`src/rtl/frame_timing_gen.sv`:
```
module frame_timing_gen #(
  parameter int HGT_W  = 11,
  parameter int WID_W  = 12,
  parameter int VB_W   = 14,
  parameter int SHUT_W = 14,
  parameter int LEN_W  = 12,
  parameter int OFS_W  = 8,
  parameter int FL_W   = ((VB_W > SHUT_W ? VB_W : SHUT_W) > HGT_W ?
                          (VB_W > SHUT_W ? VB_W : SHUT_W) : HGT_W) + 2
) (
  input  logic             clk,
  input  logic             rst_n,
  input  logic [HGT_W-1:0] cfg_win_height,
  input  logic [WID_W-1:0] cfg_win_width,
  input  logic [VB_W-1:0]  cfg_vblank,
  input  logic [SHUT_W-1:0] cfg_shutter,
  input  logic [LEN_W-1:0] cfg_line_len,
  input  logic [OFS_W-1:0] cfg_vs_start,
  input  logic [OFS_W-1:0] cfg_vs_end,
  input  logic             cfg_vs_pol,
  input  logic             cfg_hs_pol,
  output logic             vsync,
  output logic             hsync,
  output logic             data_valid,
  output logic [FL_W-1:0]  frame_lines
);

  localparam int PIX_W    = LEN_W + 1;
  localparam int OVERHEAD = 20;
  localparam int VB_MIN   = 16;
  localparam int EXP_PAD  = 16;

  logic             fresh_q;
  logic [PIX_W-1:0] pix_q;
  logic [FL_W-1:0]  line_q, flen_q;
  logic [HGT_W-1:0] h_q;
  logic [WID_W-1:0] w_q;
  logic [LEN_W-1:0] len_q;
  logic [OFS_W-1:0] st_q, et_q;

  // next frame length, evaluated from live inputs at the boundary
  logic [VB_W-1:0] vb_eff;
  logic [FL_W-1:0] min_len, flen_d;
  assign vb_eff  = (cfg_vblank < VB_W'(VB_MIN)) ? VB_W'(VB_MIN) : cfg_vblank;
  assign min_len = FL_W'(cfg_win_height) + FL_W'(OVERHEAD) + FL_W'(vb_eff);
  assign flen_d  = (FL_W'(cfg_shutter) > min_len) ?
                   FL_W'(cfg_shutter) + FL_W'(EXP_PAD) : min_len;

  logic [PIX_W-1:0] per;
  logic line_end, frame_end, load;
  assign per       = {len_q, 1'b0};
  assign line_end  = (pix_q == per - PIX_W'(1));
  assign frame_end = line_end && (line_q == flen_q - FL_W'(1));
  assign load      = fresh_q || frame_end;

  always_ff @(posedge clk) begin
    if (!rst_n) begin
      fresh_q <= 1'b1;
      pix_q   <= '0;
      line_q  <= '0;
      flen_q  <= '0;
      h_q     <= '0;
      w_q     <= '0;
      len_q   <= '0;
      st_q    <= '0;
      et_q    <= '0;
    end else if (load) begin
      fresh_q <= 1'b0;
      pix_q   <= '0;
      line_q  <= '0;
      flen_q  <= flen_d;
      h_q     <= cfg_win_height;
      w_q     <= cfg_win_width;
      len_q   <= cfg_line_len;
      st_q    <= cfg_vs_start;
      et_q    <= cfg_vs_end;
    end else if (line_end) begin
      pix_q  <= '0;
      line_q <= line_q + FL_W'(1);
    end else begin
      pix_q  <= pix_q + PIX_W'(1);
    end
  end

  logic [FL_W-1:0] v_first, v_last, v_end;
  logic act_v, act_h;
  assign v_first = FL_W'(st_q);
  assign v_last  = v_first + FL_W'(h_q);
  assign v_end   = v_last + FL_W'(et_q);
  assign act_v   = !fresh_q && (line_q < v_end);
  assign act_h   = !fresh_q && (line_q >= v_first) && (line_q < v_last) &&
                   (pix_q < PIX_W'(w_q));

  assign vsync       = ~(act_v ^ cfg_vs_pol);
  assign hsync       = act_h ^ cfg_hs_pol;
  assign data_valid  = act_h;
  assign frame_lines = flen_q;


  idle_after_reset_chk: assert property (@(posedge clk) disable iff (!rst_n)
    fresh_q |-> (!data_valid && frame_lines == '0));


  pix_in_line_chk: assert property (@(posedge clk) disable iff (!rst_n)
    !fresh_q |-> (pix_q < per));


  frame_min_len_chk: assert property (@(posedge clk) disable iff (!rst_n)
    !fresh_q |-> (flen_q >= FL_W'(h_q) + FL_W'(OVERHEAD + VB_MIN)));


  valid_inside_vsync_chk: assert property (@(posedge clk) disable iff (!rst_n)
    data_valid |-> (vsync == cfg_vs_pol));


  valid_width_chk: assert property (@(posedge clk) disable iff (!rst_n)
    data_valid |-> (pix_q < PIX_W'(w_q)));


  frame_len_hold_chk: assert property (@(posedge clk) disable iff (!rst_n)
    !load |=> $stable(frame_lines));

endmodule

```
`config.mk`:
```
export PLATFORM = sky130hd
export DESIGN_NAME = frame_timing_gen
export DESIGN_NICKNAME = d
export VERILOG_FILES = /design/src/rtl/frame_timing_gen.sv
export SDC_FILE = /design/constraint.sdc
export NUM_CORES = 1
export LEC_CHECK = 0
export ABC_CLOCK_PERIOD_IN_PS = 7110
export BUFFER_PORTS_ARGS = -buffer_cell sky130_fd_sc_hd__buf_2
export CORE_MARGIN = 2
export CORE_UTILIZATION = 64
export DETAILED_ROUTE_END_ITERATION = 10
export MAX_ROUTING_LAYER = met4
export PLACE_DENSITY_LB_ADDON = 0.15
export SLEW_MARGIN = 5
export SYNTH_ARGS = -nofsm -noshare
export SYNTH_HDL_FRONTEND = slang
export SYNTH_SLANG_ARGS = --single-unit
```
`constraint.sdc`:
```
create_clock -name clk -period 7.11 [get_ports clk]
set_input_delay 0.3555 -clock clk [delete_from_list [all_inputs] [get_ports clk]]
set_output_delay 0.3555 -clock clk [all_outputs]
set_load 0.02 [all_outputs]
```
# Word level (Yosys, flattened, before mapping)
# Index checks and enable logic that the tools add are counted.
dict set report totals {
  regBits 97
  input_bits 83
  output_inout_bits 19
  word_cells 41
}
dict set report op_classes {
  add_sub_neg 9
  magnitude_cmp 6
  n_eq_ne 2
  muxes 2
  n_bitwise 4
  reduce_logical 9
}
# cell n
set op_table {}
lappend op_table {{adder 16 x 1 -> 16 bit, second input constant} 1}
lappend op_table {{equality test 16 bit} 1}
lappend op_table {{>= comparator 16 x 8 -> 1 bit} 1}
lappend op_table {{less-than comparator 16 x 12 -> 1 bit} 1}
lappend op_table {{less-than comparator 16 x 13 -> 1 bit} 1}
lappend op_table {{subtractor 16 x 1 -> 16 bit, second input constant} 1}
lappend op_table {{adder 12 x 14 -> 15 bit} 1}
lappend op_table {{adder 14 x 5 -> 15 bit, second input constant} 1}
lappend op_table {{greater-than comparator 14 x 15 -> 1 bit} 1}
lappend op_table {{two-way mux 15 bit} 1}
lappend op_table {{less-than comparator 14 x 5 -> 1 bit, second input constant} 1}
lappend op_table {{two-way mux 14 bit} 1}
lappend op_table {{adder 12 x 8 -> 13 bit} 1}
lappend op_table {{adder 13 x 1 -> 13 bit, second input constant} 1}
lappend op_table {{equality test 13 bit} 1}
lappend op_table {{less-than comparator 13 x 12 -> 1 bit} 1}
lappend op_table {{subtractor 13 x 1 -> 13 bit, second input constant} 1}
lappend op_table {{adder 11 x 5 -> 12 bit, second input constant} 1}
lappend op_table {{adder 8 x 11 -> 12 bit} 1}
lappend op_table {{logical AND 1 bit} 5}
lappend op_table {{OR reduction 3 bit} 1}
lappend op_table {{inverter 1 bit} 2}
lappend op_table {{OR reduction 2 bit} 1}
lappend op_table {{XOR 1 bit} 2}
lappend op_table {{other kinds (2)} 2}

# Logic depth before layout (Yosys ltp)
dict set report logic_depth {
  ltp_word 6
  ltp_mapped 24
  mapped_depth_nobuf 22
}

# Least setup slack after synthesis
# No wires, ideal clock.
dict set report synth_path {
  path_kind {input port to flip-flop}
  start {input cfg_vblank[8]}
  end {register flen_q[5], in the netlist frame_lines[5]}
  setup_ns 0.065
  arrival_time_ns 4.960
  required_ns 7.045
  slack_ns 2.085
  path_stages 24
  n_path_buf 2
  path_cell_list {nor4_1 nand3_1 and2_1 ha_1 ha_1 fa_1 a21o_1 a21o_1 a32oi_1 a31oi_1 a41oi_1 xor2_1 ha_1 and3_1 nand4_1 o21ai_0 a21o_1 o211ai_1 a31o_2 clkbuf_1 clkbuf_1 mux2i_1 mux2i_1 nor2_1}
}
dict set report synth_between {
  elab_chain_len 5
}
# item line_no
set synth_lines {}
lappend synth_lines {{from (decl)} 15} ;# input logic [VB_W-1:0] cfg_vblank,
lappend synth_lines {{less-than comparator 14 x 5 -> 1 bit} 44} ;# assign vb_eff = (cfg_vblank < VB_W'(VB_MIN)) ? VB_W'(VB_MIN) : cfg_vblank;
lappend synth_lines {{two-way mux 14 bit *} 44}
lappend synth_lines {{adder 12 x 14 -> 15 bit *} 45} ;# assign min_len = FL_W'(cfg_win_height) + FL_W'(OVERHEAD) + FL_W'(vb_eff);
lappend synth_lines {{greater-than comparator 14 x 15 -> 1 bit} 46} ;# assign flen_d = (FL_W'(cfg_shutter) > min_len) ?
lappend synth_lines {{two-way mux 15 bit *} 46}
lappend synth_lines {{to (signal assigned)} 71} ;# flen_q <= flen_d;
lappend synth_lines {{to (decl)} 35} ;# logic [FL_W-1:0] line_q, flen_q;
# Every way passes the cells marked *; elsewhere a longest branch is shown, timed or not.
# A chain may end at the register's enable or synchronous reset.

# Worst setup path after layout
dict set report layout_path {
  start {input cfg_vblank[12]}
  end {register flen_q[1], in the netlist frame_lines[1]}
}
# Same word-level chain as after synthesis.

==> flow_metrics.tcl <==
set metrics [dict create \
    outcome "finished, final reports clean" \
    place_ws_ns 1.42 \
    totalWireLength_um 17100 \
    clock_latency_ns 0.36 \
    vias 6416 \
    fin_worst_hold_slack_ns 0.221 \
    avgViaCountPerCell 5.75 \
    detail_route.wl_per_cell_um 15.4 \
    yosysWarningCount 0 \
    finalInstanceArea_um2 8370 \
    layout.filler_cells 914 \
    slew_headroom_pct 27.5 \
    p_int_uw 1100 \
    netlist_instances 894 \
    multiInputGateArea_um2 5180 \
    cts-htree-levels 3 \
    ctsResizeCount 0 \
    grt-ovfl-total 0 \
    grt_max_degree 73 \
    insertedDiodeCount 0 \
    rsz0062_at_grt "no" \
    placeableCoreArea_um2 11500 \
    power.share.clock_pct 33.3 \
    initialDrtViolationCount 399 \
    report.final.setup_viol 0 \
    tritoncts "done" \
    detailedRoute.firstPassIterationCount 5 \
    design.die.area_um2 12700 \
    fp-row-count 39 \
    timing_hold_violations_final 0 \
    power.static_leakage_uw 0.00393 \
    start_util_pct 65.7 \
    tns_ns 0 \
    maxClockFrequency_ghz 0.188 \
    setup.worst_path.end_class "register" \
    residual_antenna_violating_net_count_after_detailed_routing 0 \
    nets 1151 \
    die_y_um 112 \
    gp_congestion 0.898 \
    syn_avg_cell_area_um2 8.43 \
    crit_path_max_fanout 25 \
    die_outline_width_um 112 \
    numCtsBuffers 9 \
    switching_fraction_of_total_power_pct 32.9 \
    number_of_nets_in_the_synthesized_netlist 1078 \
    post_cts.repair.setup_buffers 0 \
    track_usage_pct 28.7 \
    criticalPathCategory "primary input to register" \
    cts.hold.buffers_added 0 \
    top_ports 102 \
    final_period_utilization_pct 74.9 \
    synthMostInstantiatedCell "sky130_fd_sc_hd__nor2_1" \
    drc 0 \
    synth_seq_cells 96 \
    yosysUniqueCellTypes 62 \
    worst_slack_ns 1.79 \
    numPortBuffers 100 \
    placement.cell_area_um2 8030 \
    library_cell_occupying_the_most_area_in_the_post_synthesis_netlist "sky130_fd_sc_hd__dfxtp_1" \
    synth_top_cells_by_area "sky130_fd_sc_hd__dfxtp_1 26%, sky130_fd_sc_hd__ha_1 16%, sky130_fd_sc_hd__mux2i_1 8.2%" \
    actual_slew_at_the_worst_max_slew_pin_ns 1.09 \
    number_of_enable_flip_flop_cells_after_synthesis 0 \
    comb_power_share_pct 29.2 \
    netlist_top_cells_count "108 x sky130_fd_sc_hd__nor2_1, 98 x sky130_fd_sc_hd__ha_1, 96 x sky130_fd_sc_hd__dfxtp_1" \
    area_of_the_mapped_netlist_um2 7530 \
    p_switching_uw 539 \
    synth-async-reset-ratio_pct 0 \
    worst_clock_skew_ns 0.0169 \
    dp_hpwl_um 13200 \
    layout-area-overhead-vs-synth_pct 11.1 \
    crit_required_ns 7.31 \
    timing_max_transition_violations_final 0 \
    synthDominantCellAreaShare_pct 25.5 \
    finalWorstPathRequiredPeriod_ns 5.32 \
    pd_cells_nw_per_um2 196 \
    vdd_ir_drop_max_uv 234 \
    antenna_found_initial 0 \
    wire_length_of_the_first_global_routing_pass_um 28700 \
    signal_arrival_time_at_the_worst_endpoint_ns 5.52 \
    area.sequential_um2 1920 \
    pwr-share-seq_pct 37.4 \
    clockBufferDepth 2 \
    setup.worst_path.start_class "primary input" \
    via_count_of_the_first_global_routing_pass 6019 \
    drive_above_1_share_pct 14.0 \
    worstHoldPathType "primary input to register" \
    clkTransAtPathRegs_ns 0.08 \
    max_cap_violations 0 \
    clock_sinks 96 \
    cts.root.buffer_cell "sky130_fd_sc_hd__clkbuf_16" \
    synth_ff_type "sky130_fd_sc_hd__dfxtp_1" \
    share_of_synthesized_area_occupied_by_flip_flops_and_latches_pct 25.5 \
]
-- power by group through the flow --
stage / logic [uW] / clock network [uW] / registers (uW)
floorplan: 353 / 0 / 624
global placement: 462 / 0 / 624
detailed placement: 472 / 0 / 625
CTS: 479 / 554 / 613
global route: 543 / 576 / 618
finish: 479 / 546 / 614
-- cell families (layout without fill, tap and decap cells) --
group | count (synthesis) | after routing | share of synthesized area, %
AO/OA/AOI/OAI | 149 | 149 | 13.1
buffers and inverters | 103 | 181 | 5.96
adder cells (fa/ha/maj) | 101 | 101 | 17.1
flip-flops | 96 | 96 | 25.5
other | 2 | 2 | 0.0997
XOR/XNOR | 93 | 93 | 11.0
AND/OR/NAND/NOR | 285 | 285 | 18.6
multiplexers | 65 | 65 | 8.69
-- per-layer routing --
layer	global-route usage (%)	up-vias	wire length [um]
met2	45.0	167	7780
met1	37.8	2952	8110
li1	-	3269	-
met3	4.91	28	896
met4	9.35	0	361
met5	-	-	0
-- critical path, stage by stage --
cell                       delay [ns]
sky130_fd_sc_hd__buf_2           0.13
sky130_fd_sc_hd__nor4_1          0.43
sky130_fd_sc_hd__nand3_1         0.19
sky130_fd_sc_hd__and2_1          0.20
sky130_fd_sc_hd__ha_1            0.27
sky130_fd_sc_hd__ha_1            0.24
sky130_fd_sc_hd__fa_1            0.40
sky130_fd_sc_hd__a21o_1          0.19
sky130_fd_sc_hd__a21o_1          0.20
sky130_fd_sc_hd__a32oi_1         0.20
sky130_fd_sc_hd__a31oi_1         0.15
sky130_fd_sc_hd__a41oi_1         0.28
sky130_fd_sc_hd__xor2_1          0.22
sky130_fd_sc_hd__ha_1            0.27
sky130_fd_sc_hd__and3_1          0.18
sky130_fd_sc_hd__nand4_1         0.11
sky130_fd_sc_hd__o21ai_0         0.09
sky130_fd_sc_hd__a21o_1          0.17
sky130_fd_sc_hd__o211ai_1        0.15
sky130_fd_sc_hd__a31o_2          0.49
sky130_fd_sc_hd__mux2_2          0.40
sky130_fd_sc_hd__nor2_1          0.11
sky130_fd_sc_hd__a211oi_1        0.07
-- cells in the final DEF (no fill, tap or decap), types with 3 or more instances in the layout --
cell	instances
sky130_fd_sc_hd__nor2_1	108
sky130_fd_sc_hd__nand2_1	42
sky130_fd_sc_hd__a211oi_1	8
sky130_fd_sc_hd__or3_1	4
sky130_fd_sc_hd__o211ai_1	4
sky130_fd_sc_hd__nand4_1	9
sky130_fd_sc_hd__nor4_1	8
sky130_fd_sc_hd__a21oi_1	34
sky130_fd_sc_hd__buf_2	100
sky130_fd_sc_hd__nand3_1	47
sky130_fd_sc_hd__o21bai_1	7
sky130_fd_sc_hd__fa_1	3
sky130_fd_sc_hd__dfxtp_1	96
sky130_fd_sc_hd__o21ai_0	40
sky130_fd_sc_hd__xnor2_1	57
sky130_fd_sc_hd__inv_1	62
sky130_fd_sc_hd__nor2b_1	5
sky130_fd_sc_hd__mux2i_1	62
sky130_fd_sc_hd__mux2_2	3
sky130_fd_sc_hd__a211o_1	3
sky130_fd_sc_hd__nor3_1	15
sky130_fd_sc_hd__a41oi_1	4
sky130_fd_sc_hd__a31oi_1	5
sky130_fd_sc_hd__and3_1	19
sky130_fd_sc_hd__xor2_1	35
sky130_fd_sc_hd__ha_1	98
sky130_fd_sc_hd__nand2b_1	7
sky130_fd_sc_hd__a21o_1	26
sky130_fd_sc_hd__and2_1	5
sky130_fd_sc_hd__clkbuf_16	9
sky130_fd_sc_hd__and4_1	3
-- final timing paths --
kind / slack [ns] / cells after the start / end / from
setup / recovery: 1.79 / 23 / frame_lines[1]$_SDFFE_PN0P_ / cfg_vblank[12]
hold / removal: 0.22 / 3 / st_q[5]$_SDFFE_PN0P_ / cfg_vs_start[5]
setup reg to reg: 3.44 / 10 / frame_lines[14]$_SDFFE_PN0P_ / len_q[0]$_SDFFE_PN0P_
hold reg to reg: 0.49 / 1 / pix_q[0]$_SDFF_PP0_ / pix_q[0]$_SDFF_PP0_
-- metrics by stage --
stage	instances	utilization, %	power, uW
after CTS	1115	73.0	1650
after floorplan	894	-	977
after detailed placement	1099	70.1	1100
final	1115	73.0	1640
after global routing	1115	73.0	1740
after global placement	1099	70.1	1090
-- state kept, by name, indices dropped and copies added (netlist names), 8 cells and up --
register,cells
et_q,8
line_q,16
pix_q,13
h_q,11
w_q,12
st_q,8
frame_lines,15
len_q,12
-- layout make-up --
| cell class | count | area share (%) |
|---|---|---|
| multi-input cells | 695 | 61.9 |
| flip-flops and latches | 96 | 23.0 |
| well taps | 143 | 2.14 |
| inverters | 63 | 2.82 |
| repair buffers | 102 | 6.16 |
| clock inverters | 7 | 1.35 |
| clock buffers | 9 | 2.69 |
(Power assumes the default switching activity.)
